[config.mk]
export PLATFORM = sky130hd
export DESIGN_NAME = parity_xcvr
export DESIGN_NICKNAME = d
export VERILOG_FILES = /design/src/rtl/ptx_pkg.sv /design/src/rtl/ptx_port_latch.sv /design/src/rtl/ptx_parity_chk.sv /design/src/rtl/ptx_dir_drive.sv /design/src/rtl/parity_xcvr.sv
export SDC_FILE = /design/constraint.sdc
export NUM_CORES = 1
export LEC_CHECK = 0
export BUFFER_PORTS_ARGS = -buffer_cell sky130_fd_sc_hd__buf_4
export CAP_MARGIN = 40
export CORE_ASPECT_RATIO = 0.75
export CORE_MARGIN = 4
export CORE_UTILIZATION = 48
export DETAILED_ROUTE_END_ITERATION = 12
export PLACE_DENSITY = 0.79
export SLEW_MARGIN = 5
export SYNTH_ARGS = -nofsm -noshare
export SYNTH_HDL_FRONTEND = slang
export SYNTH_SLANG_ARGS = --single-unit
[constraint.sdc]
create_clock -name clk -period 1.91 [get_ports clk]
set_input_delay 0 -clock clk [delete_from_list [all_inputs] [get_ports clk]]
set_output_delay 0 -clock clk [all_outputs]
set_load 0.005 [all_outputs]
[src/rtl/ptx_pkg.sv]
package ptx_pkg;
  typedef enum logic {
    MODE_GEN  = 1'b0,
    MODE_FEED = 1'b1
  } fwd_mode_e;

  localparam int unsigned SIDES = 2;
  localparam int unsigned SIDE_A = 0;
  localparam int unsigned SIDE_B = 1;
endpackage

[src/rtl/ptx_port_latch.sv]
module ptx_port_latch #(
  parameter int unsigned DW = 8
) (
  input  logic          clk,
  input  logic          rst,
  input  logic          le,
  input  logic [DW-1:0] d_in,
  input  logic          p_in,
  output logic [DW-1:0] d_q,
  output logic          p_q
);
  // enable-gated capture: follows pins while le is high, holds otherwise
  always_ff @(posedge clk) begin
    if (rst) begin
      d_q <= '0;
      p_q <= 1'b0;
    end else if (le) begin
      d_q <= d_in;
      p_q <= p_in;
    end
  end
endmodule

[src/rtl/ptx_parity_chk.sv]
module ptx_parity_chk #(
  parameter int unsigned DW = 8
) (
  input  logic          clk,
  input  logic          rst,
  input  logic [DW-1:0] d,
  input  logic          p,
  input  logic          odd,
  output logic          gen,
  output logic          err_n
);
  // generated bit makes the total count of ones even (odd = 0) or odd (odd = 1)
  assign gen = (^d) ^ odd;

  always_ff @(posedge clk) begin
    if (rst) err_n <= 1'b1;
    else     err_n <= (gen == p);
  end
endmodule

[src/rtl/ptx_dir_drive.sv]
module ptx_dir_drive
  import ptx_pkg::*;
#(
  parameter int unsigned DW = 8
) (
  input  logic          clk,
  input  logic          rst,
  input  logic [DW-1:0] src_d,
  input  logic          src_p,
  input  logic          src_gen,
  input  fwd_mode_e     mode,
  input  logic          en,
  output logic [DW-1:0] out_d,
  output logic          out_p,
  output logic          drv
);
  logic par_sel;

  always_comb begin
    unique case (mode)
      MODE_FEED: par_sel = src_p;
      default:   par_sel = src_gen;
    endcase
  end

  always_ff @(posedge clk) begin
    if (rst) begin
      out_d <= '0;
      out_p <= 1'b0;
      drv   <= 1'b0;
    end else begin
      out_d <= src_d;
      out_p <= par_sel;
      drv   <= en;
    end
  end
endmodule

[src/rtl/parity_xcvr.sv]
module parity_xcvr
  import ptx_pkg::*;
#(
  parameter int unsigned DW = 8
) (
  input  logic          clk,
  input  logic          rst,
  input  logic [DW-1:0] a_in,
  input  logic          a_par_in,
  input  logic          a_le,
  input  logic [DW-1:0] b_in,
  input  logic          b_par_in,
  input  logic          b_le,
  input  logic          ft_mode,
  input  logic          odd_sel,
  input  logic          a_oe_n,
  input  logic          b_oe_n,
  output logic [DW-1:0] a_out,
  output logic          a_par_out,
  output logic          a_drv,
  output logic [DW-1:0] b_out,
  output logic          b_par_out,
  output logic          b_drv,
  output logic          a_err_n,
  output logic          b_err_n
);
  logic [DW-1:0] pin_d  [SIDES];
  logic          pin_p  [SIDES];
  logic          cap_en [SIDES];
  logic [DW-1:0] lat_d  [SIDES];
  logic          lat_p  [SIDES];
  logic          gen_p  [SIDES];
  logic          err_q  [SIDES];
  logic          drv_en [SIDES];
  logic [DW-1:0] fwd_d  [SIDES];
  logic          fwd_p  [SIDES];
  logic          fwd_on [SIDES];
  fwd_mode_e     mode;

  assign mode = ft_mode ? MODE_FEED : MODE_GEN;

  assign pin_d[SIDE_A]  = a_in;
  assign pin_d[SIDE_B]  = b_in;
  assign pin_p[SIDE_A]  = a_par_in;
  assign pin_p[SIDE_B]  = b_par_in;
  assign cap_en[SIDE_A] = a_le;
  assign cap_en[SIDE_B] = b_le;

  // B-to-A direction wins when both enables are asserted
  assign drv_en[SIDE_A] = !a_oe_n;
  assign drv_en[SIDE_B] = !b_oe_n && a_oe_n;

  for (genvar s = 0; s < SIDES; s++) begin : g_side
    localparam int unsigned SRC = SIDES - 1 - s;

    ptx_port_latch #(.DW(DW)) u_lat (
      .clk  (clk),
      .rst  (rst),
      .le   (cap_en[s]),
      .d_in (pin_d[s]),
      .p_in (pin_p[s]),
      .d_q  (lat_d[s]),
      .p_q  (lat_p[s])
    );

    ptx_parity_chk #(.DW(DW)) u_chk (
      .clk   (clk),
      .rst   (rst),
      .d     (lat_d[s]),
      .p     (lat_p[s]),
      .odd   (odd_sel),
      .gen   (gen_p[s]),
      .err_n (err_q[s])
    );

    // output toward side s carries the data captured on the opposite side
    ptx_dir_drive #(.DW(DW)) u_drv (
      .clk     (clk),
      .rst     (rst),
      .src_d   (lat_d[SRC]),
      .src_p   (lat_p[SRC]),
      .src_gen (gen_p[SRC]),
      .mode    (mode),
      .en      (drv_en[s]),
      .out_d   (fwd_d[s]),
      .out_p   (fwd_p[s]),
      .drv     (fwd_on[s])
    );
  end

  assign a_out     = fwd_d[SIDE_A];
  assign a_par_out = fwd_p[SIDE_A];
  assign a_drv     = fwd_on[SIDE_A];
  assign b_out     = fwd_d[SIDE_B];
  assign b_par_out = fwd_p[SIDE_B];
  assign b_drv     = fwd_on[SIDE_B];
  assign a_err_n   = err_q[SIDE_A];
  assign b_err_n   = err_q[SIDE_B];
endmodule

Yosys cells after proc, flatten, opt, wreduce, memory -nomap -nowiden
Cells that the tools add are included.
{"block": "op_classes", "n_mux": 3, "n_shift": 0, "n_mul": 0, "n_bitwise": 2, "n_div": 0, "add_sub_neg": 0, "magnitude_cmp": 0, "eq_ne": 2, "n_reduce_logical": 5}
{"cell": "8-bit parity", "count": 2}
{"cell": "1-bit two-way mux", "count": 3}
{"cell": "1-bit equality test", "count": 2}
{"cell": "1-bit logical NOT", "count": 2}
{"cell": "1-bit bitwise XOR", "count": 2}
{"cell": "1-bit logical AND", "count": 1}
{"block": "totals", "output_inout_bits": 22, "rom_bits": 0, "ff_bits": 40, "elab_cells": 24, "mem_bits_rw": 0, "mem_count": 0, "latch_bits": 0}

Longest topological paths before layout
{"block": "logic_depth", "ltp_word": 3, "depth_mapped": 4, "ltp_nobuf": 4}

Modules after synthesis
Synthesis repeated with hierarchy kept, for this count alone.
{"block": "unflattened", "cells_unflattened": 124, "hier_area_um2": 1461.4}
{"module": "ptx_port_latch", "cells_per_inst": 29, "area_per_inst_um2": 319.1, "n_inst": 2, "seq_area_each_um2": 180.2}
{"module": "ptx_dir_drive", "cells_per_inst": 21, "area_per_inst_um2": 270.3, "n_inst": 2, "seq_area_each_um2": 200.2}
{"module": "ptx_parity_chk", "cells_per_inst": 11, "area_per_inst_um2": 132.6, "n_inst": 2, "seq_area_each_um2": 20.0}
{"module": "parity_xcvr", "cells_per_inst": 2, "area_per_inst_um2": 17.5, "n_inst": 1, "seq_area_each_um2": 0.0}

Worst setup path after synthesis
No wires, ideal clock.
{"block": "synth_timing", "path_kind": "flip-flop to flip-flop", "from": "register g_side[1].u_lat.d_q[3]", "to": "register g_side[1].u_chk.err_n", "path_slack_ns": 0.355, "stages_incl_launch_ff": 5, "required_time_ns": 1.790, "arrival_time_ns": 1.435, "path_cell_list": "dfxtp_1 -> xor2_1 -> xnor3_2 -> xnor3_1 -> or2_1"}
{"block": "synth_via", "elab_chain_cells": 3}
{"item": "from (decl)", "line_no": "ptx_port_latch.sv:9", "rtl": "output logic [DW-1:0] d_q,"}
{"item": "from (signal assigned)", "line_no": "ptx_port_latch.sv:18", "rtl": "d_q <= d_in;"}
{"item": "8-bit parity", "line_no": "ptx_parity_chk.sv:13", "rtl": "assign gen = (^d) ^ odd;"}
{"item": "1-bit bitwise XOR", "line_no": "ptx_parity_chk.sv:13"}
{"item": "1-bit equality test", "line_no": "ptx_parity_chk.sv:17", "rtl": "else err_n <= (gen == p);"}
{"item": "to (signal assigned)", "line_no": "ptx_parity_chk.sv:17"}
{"item": "to (decl)", "line_no": "ptx_parity_chk.sv:10", "rtl": "output logic err_n"}
No other way between the ends.
A chain may end at the register's enable or synchronous reset.

Worst setup path after layout
Ends and elaborated chain as after synthesis.

==> flow_summary.ini <==
[status]
status = finished clean

[pwr]
seqPwrFrac_pct = 50.9
power_frac_clock_pct = 31.3
power-per-cell-area_mw_per_mm2 = 863
p_int_w = 0.00139
p_sw_share_pct = 23.0
power_switching_w = 0.000417
vdd_drop_max_mv = 0.917
p_leak_nw = 0.997
combPwrFrac_pct = 17.8

[die]
core_area_mm2 = 0.00272
initial_core_util_pct = 52.6
die_h_um = 55.3
rows = 16
dieArea_mm2 = 0.00393
io_pins = 48
dieWidth_um = 71.1

[placement]
io_buffers = 47
gp_congestion = 0.687
dp_cells = 202
dp_hpwl_um = 1960

[cells_and_area]
finalNetCount = 219
synthToLayoutAreaGrowth_pct = 46.4
diodes = 0
nFillCells = 197
drive_above_1_share_pct = 29.9
stdcell_count = 230

[setup_path]
required_ps = 2090
crit_arrival_ps = 1840
crit_path_max_incr_delay_ps = 480
end_kind = flip-flop
critical_path.cell_chain = xor2_1 > xnor3_2 > xnor3_1 > or2_1
crit_fanout = 3
worst_setup_path_start_kind = flip-flop
crit_type = reg2reg
reg2regPathDepth = 4
slowest_stage = xnor3_2

[cts]
cts_tree = done
cts_hold_buf = 20
ctsRootBufferMaster = clkbuf_8
clock_latency_ps = 280
clockBufferDepth = 2
clk_pin_slew_worst_paths_ps = 80
postCtsSetupBuffers = 0
cts_resized = 0
cts_buffers = 5
htree_levels = 2
clock-sinks = 40

[logic_synthesis]
synth-compound-area-share_pct = 1.22
ys_warn_count = 0
syn_area_mm2 = 0.00143
ys_seq_area_share_pct = 55.9
netlist_instances = 125
synth-simple-area-share_pct = 15.9
ys_seq_elements = 40
synth_top_family_by_area = simple AND/OR/NAND/NOR gates
muxShareOfSynthArea_pct = 12.6
syn-num-nets = 151
avgSynthCellArea_um2 = 11.5
yosysUniqueCellTypes = 16
synth_xor_area_share_pct = 12.6
synthAdderAreaFrac_pct = 0

[routing]
wirelength_um = 2950
postRouteAntennaNets = 0
vias_per_cell = 4.64
num_vias = 1068
routedWlPerCell_um = 12.8
drc = 0
drtIter0Drc = 78
drtPass1Iterations = 4

[sta]
fin_crit_ps = 1660
worstMarginPinSlew_ps = 386
setup-tns-final_ps = 0
setup_viol = 0
fin_skew_ps = 6.15
final.period_utilization_pct = 87.0
hold_violations = 0
slew_viol_final = 0
max_freq_mhz = 602
slew_headroom_pct = 74.2
rsz0062_at_grt = no

[global_routing]
grt_pass1_wl_um = 5040
grt_antenna_before_repair = 0
grt_pass1_vias = 1108
grt_overflow = 0
grt_max_degree = 42
grt_util_all_layers_pct = 16.5

[run]
cap_violations = 0

[worst_hold_path]
hold_class = in2reg
whs_path_depth = 3
-- layer usage --
| layer | share of wire (%) | track usage [%] | up-vias | wire (um) |
|---|---|---|---|---|
| met1 | 42 | 19.7 | 491 | 1230 |
| met5 | 0 | 0 | - | 0 |
| met3 | 6.3 | 5.25 | 5 | 185 |
| met2 | 50 | 27.7 | 36 | 1490 |
| met4 | 1.6 | 5.63 | 0 | 48 |
| li1 | - | - | 536 | - |
-- per-stage QoR --
stage	power, W	hold slack [ps]	utilization, %	setup WS, ps	instance area, um2
2_1_floorplan	0.00111	66.7	-	355	1430
3_3_place_gp	0.00122	158	66.3	313	1800
3_5_place_dp	0.00123	162	66.3	262	1800
4_1_cts	0.00182	44.8	77.0	241	2100
5_1_grt	0.00190	52.6	77.0	164	2100
6_report	0.00181	46.0	77.0	249	2100
-- path summary, 6_finish.rpt --
path | from | to | slack [ps]
worst max-delay path | g_side[1].u_lat.d_q[3] | g_side[1].u_chk.err_n | 250
worst min-delay path | ft_mode | g_side[0].u_drv.out_p | 50
worst max register to register | g_side[1].u_lat.d_q[3] | g_side[1].u_chk.err_n | 250
worst min register to register | g_side[0].u_lat.d_q[2] | g_side[1].u_drv.out_d[2] | 490
-- power by group through the flow --
| stage | Clock (W) | Sequential [W] | Combinational (W) |
|---|---|---|---|
| 6_report | 0.000566 | 0.000921 | 0.000322 |
| 5_1_grt | 0.000621 | 0.000928 | 0.000355 |
| 4_1_cts | 0.000575 | 0.000921 | 0.000326 |
| 3_5_place_dp | 0 | 0.000940 | 0.000292 |
| 3_3_place_gp | 0 | 0.000937 | 0.000282 |
| 2_1_floorplan | 0 | 0.000939 | 0.000174 |
-- registers in the layout (all words and copies together) (netlist names) --
name	flops
g_side.u_drv.out_d	16
g_side.u_lat.d_q	16
g_side.u_chk.err_n	2
g_side.u_drv.drv	2
g_side.u_drv.out_p	2
g_side.u_lat.p_q	2
-- cell families after synthesis --
family,count (synthesis)
simple gates,45
buf+inv,6
mux,18
xor+xnor,14
flops,40
compound gates,2
-- cells in the mapped netlist --
master	number	area (um2)
dfxtp_1	40	801
nand2_1	4	15.0
mux2i_1	18	180
clkbuf_1	5	18.8
nand3b_1	2	15.0
nor2b_1	15	93.8
o221ai_1	2	17.5
xnor2_1	6	52.6
buf_4	1	7.51
nor2_1	20	75.1
xor2_1	4	35.0
xnor3_2	2	47.6
nor2b_2	1	8.76
or2_1	2	12.5
nor3b_1	1	7.51
xnor3_1	2	45.0
-- placed cells by master, fill, tap and decap left out, drive strengths merged --
master | netlist | final
dfxtp | 40 | 40
mux2i | 18 | 18
xnor2 | 6 | 6
nor3b | 1 | 1
clkbuf | 5 | 6
clkinv | 0 | 2
buf | 1 | 47
o221ai | 2 | 2
nand2 | 4 | 4
nand3b | 2 | 2
or2 | 2 | 2
nor2 | 20 | 20
dlygate4sd3 | 0 | 20
xnor3 | 4 | 4
xor2 | 4 | 4
nor2b | 16 | 16
-- worst max-delay path, delay by kind of cell (launching register included) --
kind,cells,cell delay [ps]
xor+xnor,3,990
flops,1,370
simple gates,1,210
-- cell type report --
type | count | area [um2] | area share, %
Clock buffer | 6 | 82.6 | 3.94
Clock inverter | 2 | 10.0 | 0.477
Multi-Input combinational cell | 79 | 606 | 28.9
Sequential cell | 40 | 801 | 38.2
Tap cell | 36 | 45.0 | 2.15
Timing Repair Buffer | 67 | 553 | 26.4
Power figures use the tool's default switching activity.
